## src/rtl/gpio_irq_pkg.sv

```systemverilog
package gpio_irq_pkg;

  localparam int REG_IDX_W = 3;

  typedef enum logic [REG_IDX_W-1:0] {
    REG_DATA   = 3'd0,
    REG_DIR    = 3'd1,
    REG_PAD    = 3'd2,
    REG_CFG_LO = 3'd3,
    REG_CFG_HI = 3'd4,
    REG_MASK   = 3'd5,
    REG_STAT   = 3'd6,
    REG_EDGE   = 3'd7
  } regSel_e;

  typedef enum logic [1:0] {
    TRIG_LOW  = 2'b00,
    TRIG_HIGH = 2'b01,
    TRIG_RISE = 2'b10,
    TRIG_FALL = 2'b11
  } trig_e;

  typedef struct packed {
    logic wrData;
    logic wrDir;
    logic wrCfgLo;
    logic wrCfgHi;
    logic wrMask;
    logic wrStatClr;
    logic wrEdge;
  } wrStrobe_t;

endpackage

```

## src/rtl/gpio_irq_sync.sv

```systemverilog
module gpio_irq_sync #(
  parameter int WIDTH  = 32,
  parameter int STAGES = 2
) (
  input  logic             clk,
  input  logic             rst_n,
  input  logic [WIDTH-1:0] asyncIn,
  output logic [WIDTH-1:0] syncOut
);

  logic [WIDTH-1:0] stageQ [STAGES];

  genvar s;
  generate
    for (s = 0; s < STAGES; s++) begin : g_stage
      if (s == 0) begin : g_first
        always_ff @(posedge clk or negedge rst_n) begin
          if (!rst_n) stageQ[s] <= '0;
          else        stageQ[s] <= asyncIn;
        end
      end else begin : g_next
        always_ff @(posedge clk or negedge rst_n) begin
          if (!rst_n) stageQ[s] <= '0;
          else        stageQ[s] <= stageQ[s-1];
        end
      end
    end
  endgenerate

  assign syncOut = stageQ[STAGES-1];

endmodule

```

## src/rtl/gpio_irq_ctrl.sv

```systemverilog
module gpio_irq_ctrl
  import gpio_irq_pkg::*;
#(
  parameter int ADDR_W = 5
) (
  input  logic [ADDR_W-1:0] busAddr,
  input  logic              busWrEn,
  output wrStrobe_t         strobe,
  output regSel_e           rdSel
);

  localparam int IDX_LSB = 2;

  regSel_e idx;

  assign idx   = regSel_e'(busAddr[IDX_LSB +: REG_IDX_W]);
  assign rdSel = idx;

  always_comb begin
    strobe = '0;
    if (busWrEn) begin
      unique case (idx)
        REG_DATA:   strobe.wrData    = 1'b1;
        REG_DIR:    strobe.wrDir     = 1'b1;
        REG_CFG_LO: strobe.wrCfgLo   = 1'b1;
        REG_CFG_HI: strobe.wrCfgHi   = 1'b1;
        REG_MASK:   strobe.wrMask    = 1'b1;
        REG_STAT:   strobe.wrStatClr = 1'b1;
        REG_EDGE:   strobe.wrEdge    = 1'b1;
        default:    strobe           = '0;
      endcase
    end
  end

endmodule

```

## src/rtl/gpio_irq_dpath.sv

```systemverilog
module gpio_irq_dpath
  import gpio_irq_pkg::*;
#(
  parameter int NUM_PINS    = 32,
  parameter int SYNC_STAGES = 2
) (
  input  logic                clk,
  input  logic                rst_n,
  input  wrStrobe_t           strobe,
  input  regSel_e             rdSel,
  input  logic [NUM_PINS-1:0] wrData,
  output logic [NUM_PINS-1:0] rdData,
  input  logic [NUM_PINS-1:0] padIn,
  output logic [NUM_PINS-1:0] padOut,
  output logic [NUM_PINS-1:0] padOutEn,
  output logic                irqLow,
  output logic                irqHigh
);

  localparam int HALF  = NUM_PINS / 2;
  localparam int CFG_W = 2 * HALF;

  logic [NUM_PINS-1:0] dataQ, dirQ, maskQ, statQ, edgeQ, prevQ;
  logic [CFG_W-1:0]    cfgLoQ, cfgHiQ;
  logic [NUM_PINS-1:0] padSync, setVec, clrVec, statD;

  gpio_irq_sync #(.WIDTH(NUM_PINS), .STAGES(SYNC_STAGES)) u_sync (
    .clk     (clk),
    .rst_n   (rst_n),
    .asyncIn (padIn),
    .syncOut (padSync)
  );

  always_ff @(posedge clk or negedge rst_n) begin
    if (!rst_n) begin
      dataQ  <= '0;
      dirQ   <= '0;
      cfgLoQ <= '0;
      cfgHiQ <= '0;
      maskQ  <= '0;
      edgeQ  <= '0;
      statQ  <= '0;
      prevQ  <= '0;
    end else begin
      if (strobe.wrData)  dataQ  <= wrData;
      if (strobe.wrDir)   dirQ   <= wrData;
      if (strobe.wrCfgLo) cfgLoQ <= wrData;
      if (strobe.wrCfgHi) cfgHiQ <= wrData;
      if (strobe.wrMask)  maskQ  <= wrData;
      if (strobe.wrEdge)  edgeQ  <= wrData;
      statQ <= statD;
      prevQ <= padSync;
    end
  end

  genvar p;
  generate
    for (p = 0; p < NUM_PINS; p++) begin : g_pin
      trig_e code;
      if (p < HALF) begin : g_lo
        assign code = trig_e'(cfgLoQ[2*p +: 2]);
      end else begin : g_hi
        assign code = trig_e'(cfgHiQ[2*(p-HALF) +: 2]);
      end

      always_comb begin
        if (edgeQ[p]) begin
          setVec[p] = padSync[p] ^ prevQ[p];
        end else begin
          unique case (code)
            TRIG_LOW:  setVec[p] = ~padSync[p];
            TRIG_HIGH: setVec[p] =  padSync[p];
            TRIG_RISE: setVec[p] =  padSync[p] & ~prevQ[p];
            TRIG_FALL: setVec[p] = ~padSync[p] &  prevQ[p];
            default:   setVec[p] = 1'b0;
          endcase
        end
      end
    end
  endgenerate

  assign clrVec = strobe.wrStatClr ? wrData : '0;
  assign statD  = (statQ & ~clrVec) | setVec;

  always_comb begin
    unique case (rdSel)
      REG_DATA:   rdData = dataQ;
      REG_DIR:    rdData = dirQ;
      REG_PAD:    rdData = padSync;
      REG_CFG_LO: rdData = cfgLoQ;
      REG_CFG_HI: rdData = cfgHiQ;
      REG_MASK:   rdData = maskQ;
      REG_STAT:   rdData = statQ;
      REG_EDGE:   rdData = edgeQ;
      default:    rdData = '0;
    endcase
  end

  assign padOut   = dataQ;
  assign padOutEn = dirQ;
  assign irqLow   = |(statQ[HALF-1:0] & maskQ[HALF-1:0]);
  assign irqHigh  = |(statQ[NUM_PINS-1:HALF] & maskQ[NUM_PINS-1:HALF]);

  AST_STICKY_STATUS: assert property (@(posedge clk) disable iff (!rst_n)
    1'b1 |=> ((($past(statQ) & ~statQ) & ~$past(clrVec)) == '0));

  AST_SET_WINS: assert property (@(posedge clk) disable iff (!rst_n)
    1'b1 |=> (($past(setVec) & ~statQ) == '0));

  AST_MASKED_QUIET: assert property (@(posedge clk) disable iff (!rst_n)
    (maskQ == '0) |-> (!irqLow && !irqHigh));

  AST_DIR_DRIVE: assert property (@(posedge clk) disable iff (!rst_n)
    strobe.wrDir |=> (padOutEn == $past(wrData)));

endmodule

```

## src/rtl/gpio_irq_port.sv

```systemverilog
module gpio_irq_port #(
  parameter int NUM_PINS    = 32,
  parameter int ADDR_W      = 5,
  parameter int SYNC_STAGES = 2
) (
  input  logic                clk,
  input  logic                rst_n,
  input  logic [ADDR_W-1:0]   busAddr,
  input  logic                busWrEn,
  input  logic [NUM_PINS-1:0] busWrData,
  output logic [NUM_PINS-1:0] busRdData,
  input  logic [NUM_PINS-1:0] padIn,
  output logic [NUM_PINS-1:0] padOut,
  output logic [NUM_PINS-1:0] padOutEn,
  output logic                irqLow,
  output logic                irqHigh
);

  gpio_irq_pkg::wrStrobe_t strobe;
  gpio_irq_pkg::regSel_e   rdSel;

  gpio_irq_ctrl #(.ADDR_W(ADDR_W)) u_ctrl (
    .busAddr (busAddr),
    .busWrEn (busWrEn),
    .strobe  (strobe),
    .rdSel   (rdSel)
  );

  gpio_irq_dpath #(.NUM_PINS(NUM_PINS), .SYNC_STAGES(SYNC_STAGES)) u_dpath (
    .clk      (clk),
    .rst_n    (rst_n),
    .strobe   (strobe),
    .rdSel    (rdSel),
    .wrData   (busWrData),
    .rdData   (busRdData),
    .padIn    (padIn),
    .padOut   (padOut),
    .padOutEn (padOutEn),
    .irqLow   (irqLow),
    .irqHigh  (irqHigh)
  );

endmodule

```

## config.mk

```make
export PLATFORM = sky130hd
export DESIGN_NAME = gpio_irq_port
export DESIGN_NICKNAME = d
export VERILOG_FILES = /design/src/rtl/gpio_irq_pkg.sv /design/src/rtl/gpio_irq_sync.sv /design/src/rtl/gpio_irq_ctrl.sv /design/src/rtl/gpio_irq_dpath.sv /design/src/rtl/gpio_irq_port.sv
export SDC_FILE = /design/constraint.sdc
export NUM_CORES = 1
export LEC_CHECK = 0
export CAP_MARGIN = 10
export CORE_UTILIZATION = 35
export CTS_CLUSTER_SIZE = 28
export DETAILED_ROUTE_END_ITERATION = 8
export GPL_ROUTABILITY_DRIVEN = 0
export PLACE_DENSITY_LB_ADDON = 0.08
export SYNTH_ARGS = -nofsm -noshare
export SYNTH_HDL_FRONTEND = slang
export SYNTH_HIERARCHICAL = 1
export SYNTH_SLANG_ARGS = --single-unit
```

## constraint.sdc

```tcl
create_clock -name clk -period 1.7 [get_ports clk]
set_input_delay 0.255 -clock clk [delete_from_list [all_inputs] [get_ports clk]]
set_output_delay 0.255 -clock clk [all_outputs]
set_load 0.02 [all_outputs]
```

==> metrics.cfg, run 1 <==
[clock_tree]
path_clk_slew_ps = 50
cts_tree = yes
clock_latency_ps = 550
clock_tree.buffer_depth = 3
cts_sinks = 320
cts_made_buffers = 39
cts_root_buf = clkbuf_16
cts_max_level = 2

[floorplan]
core_um2 = 43460
num_rows = 76
die_h_um = 212.6
num_io_pins = 170
dieWidth_um = 212.6
initial_core_util = 0.3572
dieArea_um2 = 45200

[cells_and_area]
syn2layout_area_growth_pct = 37.43
final_nets = 1815
n_antenna_cell = 0
final_core_util = 0.4910
drive_gt1_frac = 0.3646

[global_route]
grtUsageTotal = 0.2212
grt-ovfl-total = 0
grt_pass1_wl_mm = 74.29
grt_pass1_vias = 12070
grt_max_degree = 65
antenna_found_initial = 3

[synthesis]
ys_types = 38
async_flop_share = 1.000
ys_ff_latch = 320
ys_seq_area_frac = 0.5158
synth.avg_cell_area_um2 = 12.06
syn_area_um2 = 15520
synth_nets = 1423
yosysWarnings = 6
synth_edf_count = 0
syn_inst = 1287
synthFlopType = dfrtp_1

[setup_path]
worstPathArrival_ps = 1940
path_class = reg -> out
cp-start-kind = flop
crit_fanout = 3
required_ps = 1440
worst-path-buf-inv = 2
end_kind = primary output
critPathMaxStageDelay_ps = 470
crit_family = flip-flops
critPathSlowestCell = dfrtp_2
path_cells = a22o_1 > a221oi_2 > buf_4 > nand4_1 > buf_6

[routing]
dr.pass1.iters = 5
drt-initial-drc-count = 658
drc_errors = 0
wirelength_mm = 48.16
vias = 11390
routedWlPerCell_um = 21.02
ant_nets = 0
via_per_inst = 4.973

[status]
outcome = finished, violations left
failed_checks = setup timing

[sta]
tightest_slew_ps = 483.4
rsz0062_at_grt = yes
hold_viol = 0
drv_slew = 0
clock-skew-final_ps = 15.66
period_minus_slack_ps = 2197
finalCritPeriodShare = 1.292
final.setup.tns_ps = -10490
hold_ws_ps = 144.2
worst_slack_ps = -496.9
timing.fmax_ghz = 0.4552
relSlewSlack = 0.6764
setup_viol = 34

[min_path]
hold_class = in -> reg

[pwr]
p_per_area_nw_per_um2 = 1151
ir_drop_uv = 812.1
p_leak_uw = 0.009672

[flow_run]
max-cap-violations = 0

[place]
portBuffers = 167
dpl.hpwl_mm = 34.54
dpl_worst_slack_ps = -669.2

==> power by group <==
part | internal [uW] | total, uW | leakage [uW] | switching (uW)
Clock | 4950 | 8180 | 0.000612 | 3230
Combinational | 3690 | 6730 | 0.00535 | 3040
Sequential | 8810 | 9650 | 0.00371 | 847
Total | 17400 | 24600 | 0.00967 | 7120
==> layout by cell type (no fill, tap or decap), types with 5 or more instances in the layout <==
cell type        instances
buf_12                  28
a221oi_2                 6
clkbuf_8                 9
a221oi_1                29
nor2b_1                 32
clkbuf_1                14
buf_6                   58
o21ai_0                 55
inv_1                   93
clkdlybuf4s50_1         65
a21oi_1                 59
nand2b_1                30
dfrtp_1                313
dfrtp_2                  7
a22o_1                  35
o32a_1                  28
a211oi_1                22
mux2_2                 193
xnor2_1                 28
buf_4                  240
a211oi_2                10
nor2_1                   9
dlygate4sd2_1           62
mux2i_1                 58
a21oi_2                  5
ha_1                    64
clkbuf_16               41
nand2_1                 63
==> sequential cells by signal (all words and copies together), names as in the netlist <==
register and cells:
u_dpath/cfgHiQ 32, u_dpath/cfgLoQ 32, u_dpath/edgeQ 32, u_dpath/maskQ 32, u_dpath/padOut 32, u_dpath/padOutEn 32
u_dpath/prevQ 32, u_dpath/statQ 32, u_dpath/u_sync/stageQ 32, u_dpath/u_sync/syncOut 32
==> cell usage after synthesis (35+ instances only) <==
cell | n | area (um2)
dfrtp_1 | 320 | 8008
mux2_2 | 193 | 2173
inv_1 | 93 | 349.1
nand2_1 | 66 | 247.7
a21oi_1 | 64 | 320.3
ha_1 | 64 | 800.8
mux2i_1 | 60 | 600.6
o21ai_0 | 55 | 275.3
buf_4 | 41 | 307.8
a22o_1 | 36 | 315.3
clkbuf_1 | 36 | 135.1
a221oi_1 | 35 | 306.5
==> per-layer routing <==
metal | GRT usage | up-vias | wire length [um]
li1 | - | 5344 | -
met1 | 0.3035 | 5761 | 22720
met2 | 0.3594 | 219 | 22520
met3 | 0.04077 | 64 | 2039
met4 | 0.05483 | 6 | 843
met5 | 0 | - | 43
==> path summary, 6_finish.rpt <==
path                                                  from                    endpoint  slack (ps)  cells past startpoint
worst max-delay path                     u_dpath/statQ[31]                     irqHigh        -500                      5
worst min-delay path                             padIn[22]   u_dpath/u_sync/stageQ[54]         140                      1
worst max register to register  u_dpath/u_sync/syncOut[19]           u_dpath/statQ[19]         180                      6
worst min register to register   u_dpath/u_sync/stageQ[47]  u_dpath/u_sync/syncOut[15]         340                      0
max in group asynchronous                            rst_n            u_dpath/edgeQ[4]         750                      3
min in group asynchronous                            rst_n          u_dpath/cfgHiQ[10]         170                      2
==> cells by family after synthesis <==
| logic type | count (synthesis) | synth area share |
|---|---|---|
| DFF | 320 | 0.5158 |
| buffers and inverters | 199 | 0.06028 |
| and+or+nand+nor | 155 | 0.05327 |
| xor gates and xnor gates | 28 | 0.01580 |
| AOI/OAI and AO/OA | 265 | 0.1202 |
| muxes | 256 | 0.1830 |
| adders and majority gates | 64 | 0.05158 |
==> timing repair <==
action | in CTS | in global routing
resized for setup | 298 | 20
setup buffers | 16 | 3
endpoints found under the hold margin | 287 | 0
endpoints found under the setup margin | 98 | 36
pin swaps | 63 | 14
hold buffers | 1 | 0
==> per-stage QoR <==
| stage | instances | cell area [um2] | total power (uW) |
|---|---|---|---|
| final | 2291 | 21340 | 24560 |
| after CTS | 2289 | 21250 | 24810 |
| after detailed placement | 2212 | 19810 | 16530 |
| after global routing | 2291 | 21340 | 25810 |
| after global placement | 2212 | 19810 | 16460 |
| after floorplan | 1287 | 15560 | 12770 |
==> cell type report <==
cell class | count | area [um2]
well taps | 585 | 732.0
clock buffers | 64 | 1202
fillers | 4016 | 22120
multi-input cells | 768 | 6736
clock inverters | 4 | 45.04
inverters | 93 | 349.1
repair buffers | 457 | 4254
flip-flops and latches | 320 | 8016
No activity file was read; power rests on OpenSTA's default activity.
==> inputs of run 2 (changes only) <==
--- a/config.mk
+++ b/config.mk
@@ -7,11 +7,9 @@
 export LEC_CHECK = 0
 export CAP_MARGIN = 10
 export CORE_UTILIZATION = 35
-export CTS_CLUSTER_SIZE = 28
 export DETAILED_ROUTE_END_ITERATION = 8
 export GPL_ROUTABILITY_DRIVEN = 0
 export PLACE_DENSITY_LB_ADDON = 0.08
 export SYNTH_ARGS = -nofsm -noshare
 export SYNTH_HDL_FRONTEND = slang
-export SYNTH_HIERARCHICAL = 1
 export SYNTH_SLANG_ARGS = --single-unit
==> constraint.sdc (replaced) <==
create_clock -name clk -period 1.85 [get_ports clk]
set_input_delay 0.2775 -clock clk [delete_from_list [all_inputs] [get_ports clk]]
set_output_delay 0.2775 -clock clk [all_outputs]
set_load 0.02 [all_outputs]
==> run 2 against run 1 <==
The flow still finishes with violations (setup timing); non-clock buffer count fell by 23; count of clock-buffer cells in the layout down 6; critical path type unchanged; core utilization up 0.69 points.
==> metrics.cfg, run 2 <==
[floorplan]
die_h_um = 211.5  ; was 212.6 um
dieWidth_um = 211.5  ; was 212.6 um
core_um2 = 43170  ; was 43460 um2
num_rows = 76  ; unchanged
dieArea_um2 = 44750  ; was 45200 um2
num_io_pins = 170  ; unchanged
initial_core_util = 0.3560  ; was 0.3572

[synthesis]
ys_seq_area_frac = 0.5211  ; was 0.5158
synth.most_common_cell = dfrtp_1  ; unchanged
syn_area_um2 = 15370  ; was 15520 um2
netlist.area_leader.share = 0.5211  ; was 0.5158
synth.avg_cell_area_um2 = 12.25  ; was 12.06 um2
synth_nets = 1390  ; was 1423
synth_common_cells = 320 x dfrtp_1, 160 x mux2_2, 99 x inv_1, 83 x mux2i_1, 66 x nor2_1  ; was 320 x dfrtp_1, 193 x mux2_2, 93 x inv_1, 66 x nand2_1
synthFlopType = dfrtp_1  ; unchanged
async_flop_share = 1.000  ; unchanged
syn_inst = 1254  ; was 1287
yosysWarnings = 0  ; was 6
synth_top_area_cell = dfrtp_1  ; unchanged
ys_types = 43  ; was 38
ys_ff_latch = 320  ; unchanged
synth_edf_count = 0  ; unchanged
synthTopCellsByArea = dfrtp_1 52%, mux2_2 12%, mux2i_1 5.4%, ha_1 5.2%, a211oi_1 2.9%  ; was dfrtp_1 52%, mux2_2 14%, ha_1 5.2%, mux2i_1 3.9%, inv_1 2.2%

[sta]
hold_viol = 0  ; unchanged
clock-skew-final_ps = 12.41  ; was 15.66 ps
final.setup.tns_ps = -5439  ; was -10490 ps
rsz0062_at_grt = yes  ; unchanged
worst_slack_ps = -412.2  ; was -496.9 ps
relSlewSlack = 0.7261  ; was 0.6764
tightest_slew_ps = 400.4  ; was 483.4 ps
timing.fmax_ghz = 0.4421
finalCritPeriodShare = 1.223
setup_viol = 34  ; unchanged
period_minus_slack_ps = 2262
drv_slew = 0  ; unchanged

[global_route]
grt_max_degree = 58  ; was 65
grt-ovfl-total = 0  ; unchanged
grt_pass1_wl_mm = 71.99  ; was 74.29 mm
grt_pass1_vias = 11750  ; was 12070
grtUsageTotal = 0.2156  ; was 0.2212
antenna_found_initial = 0  ; was 3

[routing]
drt-initial-drc-count = 572  ; was 658
wirelength_mm = 47.06  ; was 48.16 mm
ant_nets = 0  ; unchanged
via_per_inst = 4.950  ; was 4.973
dr.pass1.iters = 5  ; unchanged
vias = 11300  ; was 11390
routedWlPerCell_um = 20.62  ; was 21.02 um
drc_errors = 0  ; unchanged

[clock_tree]
path_clk_slew_ps = 60  ; was 50 ps
cts_made_buffers = 40  ; was 39
cts_root_buf = clkbuf_16  ; unchanged
cts_tree = yes  ; unchanged
clock_latency_ps = 550  ; about the same
clock_tree.buffer_depth = 3  ; unchanged
cts_sinks = 320  ; unchanged
cts_max_level = 2  ; unchanged

[place]
dpl.hpwl_mm = 34.05  ; was 34.54 mm
portBuffers = 167  ; unchanged

[pwr]
ir_drop_uv = 556.0  ; was 812.1 uV
p_per_area_nw_per_um2 = 1070  ; was 1151 nW/um2
p_leak_uw = 0.009972  ; was 0.009672 uW

[setup_path]
crit_fanout = 2  ; was 3
crit_family = compound AO/OA/AOI/OAI gates  ; was flip-flops
critPathSlowestCell = dfrtp_1  ; was dfrtp_2
crit_top_cell = buf_4
required_ps = 1570  ; was 1440 ps
worst-path-buf-inv = 2  ; unchanged
path_class = reg -> out  ; unchanged
worstPathArrival_ps = 1980  ; was 1940 ps
cp-start-kind = flop  ; unchanged
critPathMaxStageDelay_ps = 430  ; was 470 ps
end_kind = primary output  ; unchanged
path_cells = a22o_1 > a221oi_2 > buf_4 > nand4_1 > buf_4  ; was a22o_1 > a221oi_2 > buf_4 > nand4_1 > buf_6

[min_path]
hold_class = in -> reg  ; unchanged

[cells_and_area]
drive_gt1_frac = 0.3732  ; was 0.3646
num-fill-cells = 3940  ; was 4016
syn2layout_area_growth_pct = 39.86  ; was 37.43%
final_nets = 1803  ; was 1815
final_core_util = 0.4978  ; was 0.4910
mostFrequentLayoutCell = dfrtp_1  ; unchanged
most-common-layout-cells = 308 x dfrtp_1, 247 x buf_4, 160 x mux2_2  ; was 313 x dfrtp_1, 240 x buf_4, 193 x mux2_2

[flow_run]
max-cap-violations = 0  ; unchanged

[status]
outcome = finished, violations left  ; unchanged
failed_checks = setup timing  ; unchanged

[run 2: cell count changes after synthesis, moves of 24 or more]
cell,change
a221o_1,+31
nand2b_1,-29
nor2_1,+56
buf_4,-37
o32a_1,-27
o21ai_0,-25
nor3b_1,+24
a211oi_1,+28
a22o_1,-28
nor2b_1,-30
mux2_4,+30
a221oi_1,-27
mux2_2,-33
[run 2: metrics by stage]
step	area [um2]	instances	total power [uW]	worst slack [ps]	hold slack, ps
2_1_floorplan	15370	1254	11760	45.08	-18.09
3_3_place_gp	19740	2190	14930	-538.6	222.0
3_5_place_dp	19740	2190	15000	-522.2	220.9
4_1_cts	21210	2273	23170	-440.2	127.2
5_1_grt	21490	2281	24070	-465.1	150.5
6_report	21490	2282	22990	-412.2	159.2
[run 2: final cells by class]
class / instances / area [um2] / share of cell area
Sequential cell: 320 / 8023 / 0.3733
Antenna cell: 1 / 2.502 / 0.0001164
Inverter: 99 / 371.6 / 0.01729
Tap cell: 585 / 732.0 / 0.03406
Clock buffer: 58 / 1190 / 0.05536
Timing Repair Buffer: 434 / 4069 / 0.1893
Clock inverter: 13 / 170.2 / 0.007918
Multi-Input combinational cell: 772 / 6934 / 0.3226
[run 2: path summary, 6_finish.rpt]
kind                                             from  cells past startpoint                         to  slack (ps)
setup reg to reg           u_dpath.u_sync.syncOut[18]                      6          u_dpath.statQ[18]         380
max in group asynchronous                       rst_n                      3          u_dpath.statQ[10]         920
hold reg to reg             u_dpath.u_sync.stageQ[33]                      0  u_dpath.u_sync.syncOut[1]         350
setup / recovery                    u_dpath.maskQ[17]                      5                    irqHigh        -410
hold / removal                              padIn[31]                      1  u_dpath.u_sync.stageQ[63]         160
min in group asynchronous                       rst_n                      2  u_dpath.u_sync.syncOut[4]         230
[run 2: worst reg2reg max path, delay by kind of cell, from the launching register on]
kind	cells	cell delay (ps)
buffers and inverters	2	280
DFF	1	420
muxes	1	130
AOI/OAI and AO/OA	2	350
adders and majority gates	1	190
[run 2: kinds of logic (layout without fill, tap and decap cells)]
family | after synthesis | in the layout | synth area share
fa+ha+maj | 64 | 64 | 0.05211
mux | 285 | 285 | 0.2153
xor+xnor | 30 | 30 | 0.01710
flops | 320 | 320 | 0.5211
other cells | 0 | 1 | 0
simple gates | 193 | 193 | 0.05895
buf+inv | 162 | 604 | 0.04462
compound gates | 200 | 200 | 0.09087
[run 2: power breakdown]
group	internal (uW)	switching, uW	total (uW)
combinational	3160	2650	5810
sequential	8090	958	9050
clock	5010	3110	8120
[run 2: what timing repair did]
item	in CTS	in global routing
hold endpoints to repair	94	0
endpoints found under the setup margin	79	47
buffers inserted	12	8
hold buffers	1	0
gates resized for setup	267	63
pin swaps	56	21
[run 2: metal layers]
metal  vias to the layer above  track usage  part of all wire  wire [um]
met4                         0      0.07046             0.025       1166
met1                      5729       0.3058              0.48      22630
met2                       215       0.3393              0.46      21670
met5                         -            0                 0          0
met3                        64      0.02878             0.034       1601
li1                       5287            -                 -          -
==> inputs of run 3 (changes only) <==
--- a/config.mk
+++ b/config.mk
@@ -7,9 +7,11 @@
 export LEC_CHECK = 0
 export CAP_MARGIN = 10
 export CORE_UTILIZATION = 35
+export CTS_CLUSTER_SIZE = 40
 export DETAILED_ROUTE_END_ITERATION = 8
 export GPL_ROUTABILITY_DRIVEN = 0
-export PLACE_DENSITY_LB_ADDON = 0.08
+export PLACE_DENSITY = 0.61
+export SLEW_MARGIN = 30
 export SYNTH_ARGS = -nofsm -noshare
 export SYNTH_HDL_FRONTEND = slang
 export SYNTH_SLANG_ARGS = --single-unit
==> run 3 against run 2 <==
Critical path depth stayed put; first-iteration DRC count rose by 19%; flip-flop and latch count unchanged; core utilization about the same; critical endpoint unchanged; routed wire length is essentially flat; largest cell class unchanged; largest power group unchanged; the run still ends with setup timing left; final cell count shrank 0.44%; sequential power about the same; count of clock-buffer cells in the layout rose by 2; die area is the same; non-clock buffer count down 7; fmax rose by 1.3%; critical path type unchanged; design area hardly changed.
==> metrics.cfg, run 3 (synthesis results as in run 2) <==
[global_route]
antenna_found_initial = 2  ; was 0
grt_pass1_vias = 12190  ; was 11750
grt_max_degree = 52  ; was 58
grtUsageTotal = 0.2144  ; was 0.2156
grt-ovfl-total = 0  ; unchanged
grt_pass1_wl_mm = 72.17  ; was 71.99 mm

[sta]
finalCritPeriodShare = 1.207  ; was 1.223
tightest_slew_ps = 530.3  ; was 400.4 ps
period_minus_slack_ps = 2232  ; was 2262 ps
clock-skew-final_ps = 8.856  ; was 12.41 ps
worst_slack_ps = -382.4  ; was -412.2 ps
hold_viol = 0  ; unchanged
timing.fmax_ghz = 0.4480  ; was 0.4421 GHz
rsz0062_at_grt = yes  ; unchanged
drv_slew = 0  ; unchanged
final.setup.tns_ps = -5429  ; was -5439 ps
setup_viol = 34  ; unchanged
relSlewSlack = 0.6464  ; was 0.7261

[min_path]
hold_class = in -> reg  ; unchanged

[setup_path]
crit_fanout = 3  ; was 2
required_ps = 1570  ; about the same
cp-start-kind = flop  ; unchanged
path_class = reg -> out  ; unchanged
worstPathArrival_ps = 1950  ; was 1980 ps
end_kind = primary output  ; unchanged

[cells_and_area]
syn2layout_area_growth_pct = 39.91  ; was 39.86%
final_nets = 1795  ; was 1803
drive_gt1_frac = 0.3784  ; was 0.3732
mostFrequentLayoutCell = dfrtp_1  ; unchanged
most-common-layout-cells = 308 x dfrtp_1, 236 x buf_4, 159 x mux2_2  ; was 308 x dfrtp_1, 247 x buf_4, 160 x mux2_2

[pwr]
p_per_area_nw_per_um2 = 1055  ; was 1070 nW/um2
p_seq_frac = 0.400  ; was 0.394
combPwrFrac = 0.260  ; was 0.253
power_frac_clock = 0.341  ; was 0.353
internal_power_uw = 15990  ; was 16260 uW
ir_drop_uv = 585.6  ; was 556.0 uV
swShare = 0.2950  ; was 0.2926
p_leak_uw = 0.009922  ; was 0.009972 uW
p_sw_uw = 6690  ; was 6726 uW

[routing]
drt-initial-drc-count = 679  ; was 572
drc_errors = 0  ; unchanged
vias = 11540  ; was 11300
ant_nets = 0  ; unchanged
dr.pass1.iters = 5  ; unchanged
via_per_inst = 5.077  ; was 4.950
routedWlPerCell_um = 20.71  ; was 20.62 um
wirelength_mm = 47.06  ; about the same

[clock_tree]
cts_sinks = 320  ; unchanged
clock_tree.buffer_depth = 3  ; unchanged
path_clk_slew_ps = 60  ; about the same
clock_latency_ps = 550  ; about the same
cts_tree = yes  ; unchanged
cts_made_buffers = 39  ; was 40
cts_root_buf = clkbuf_16  ; unchanged
cts_max_level = 2  ; unchanged

[floorplan]
dieArea_um2 = 44750  ; unchanged
dieWidth_um = 211.5  ; unchanged
num_io_pins = 170  ; unchanged
num_rows = 76  ; unchanged
die_h_um = 211.5  ; unchanged
core_um2 = 43170  ; unchanged
initial_core_util = 0.3560  ; unchanged

[place]
portBuffers = 167  ; unchanged
dpl_worst_slack_ps = -524.8  ; was -522.2 ps
dpl.hpwl_mm = 33.54  ; was 34.05 mm

[flow_run]
max-cap-violations = 0  ; unchanged

[status]
failed_checks = setup timing  ; unchanged
outcome = finished, violations left  ; unchanged

-- run 3: critical path, stage by stage (launching register included) --
cell      delay (ps)
dfrtp_2          450
a22o_1           220
a221oi_2         240
buf_4            160
nand4_1          140
buf_6            190
-- run 3: stage by stage --
stage	utilization	hold slack [ps]	std cells	cell area [um2]	total power, uW
floorplan	-	-18.09	1254	15370	11760
finish	0.4980	163.0	2272	21500	22680
CTS	0.4916	137.7	2268	21220	22790
detailed placement	0.4570	265.7	2186	19730	14960
global route	0.4980	162.9	2272	21500	23700
global placement	0.4570	265.6	2186	19730	14830
-- run 3: worst paths after layout --
check	endpoint	start	depth (start not counted)	slack, ps
worst max-delay path	irqHigh	u_dpath.statQ[19]	5	-380
max in group asynchronous	u_dpath.maskQ[7]	rst_n	3	820
worst min register to register	u_dpath.u_sync.syncOut[2]	u_dpath.u_sync.stageQ[34]	0	350
worst min-delay path	u_dpath.u_sync.stageQ[44]	padIn[12]	1	160
min in group asynchronous	u_dpath.u_sync.stageQ[36]	rst_n	2	270
worst max register to register	u_dpath.statQ[13]	u_dpath.u_sync.syncOut[13]	7	310
-- run 3: cell type report --
type	instances	area, um2
clock inverter	8	98.84
sequential	320	8023
timing repair buffer	427	4051
inverter	99	371.6
multi-input combinational	772	7024
tap	585	732.0
antenna	1	2.502
fill	3864	21670
clock buffer	60	1197
-- run 3: metal layers --
| metal | part of all wire | wire length [um] | GRT usage |
|---|---|---|---|
| met1 | 0.46 | 21450 | 0.2936 |
| met2 | 0.47 | 22230 | 0.3448 |
| met5 | 0 | 0 | 0 |
| met4 | 0.027 | 1263 | 0.07496 |
| met3 | 0.045 | 2115 | 0.03264 |
-- run 3: repair_timing --
item,4_1_cts,5_1_grt
pin swaps,58,14
setup endpoints to repair,72,48
gates resized for setup,277,69
buffers inserted,14,4
hold buffers,1,0
endpoints found under the hold margin,41,0
-- run 3: power groups by stage --
| stage | clock (uW) | combinational [uW] | sequential, uW |
|---|---|---|---|
| 6_report | 7730 | 5890 | 9070 |
| 5_1_grt | 8170 | 6340 | 9200 |
| 4_1_cts | 7910 | 5840 | 9040 |
| 3_5_place_dp | 0 | 5830 | 9140 |
| 3_3_place_gp | 0 | 5720 | 9110 |
| 2_1_floorplan | 0 | 2380 | 9370 |
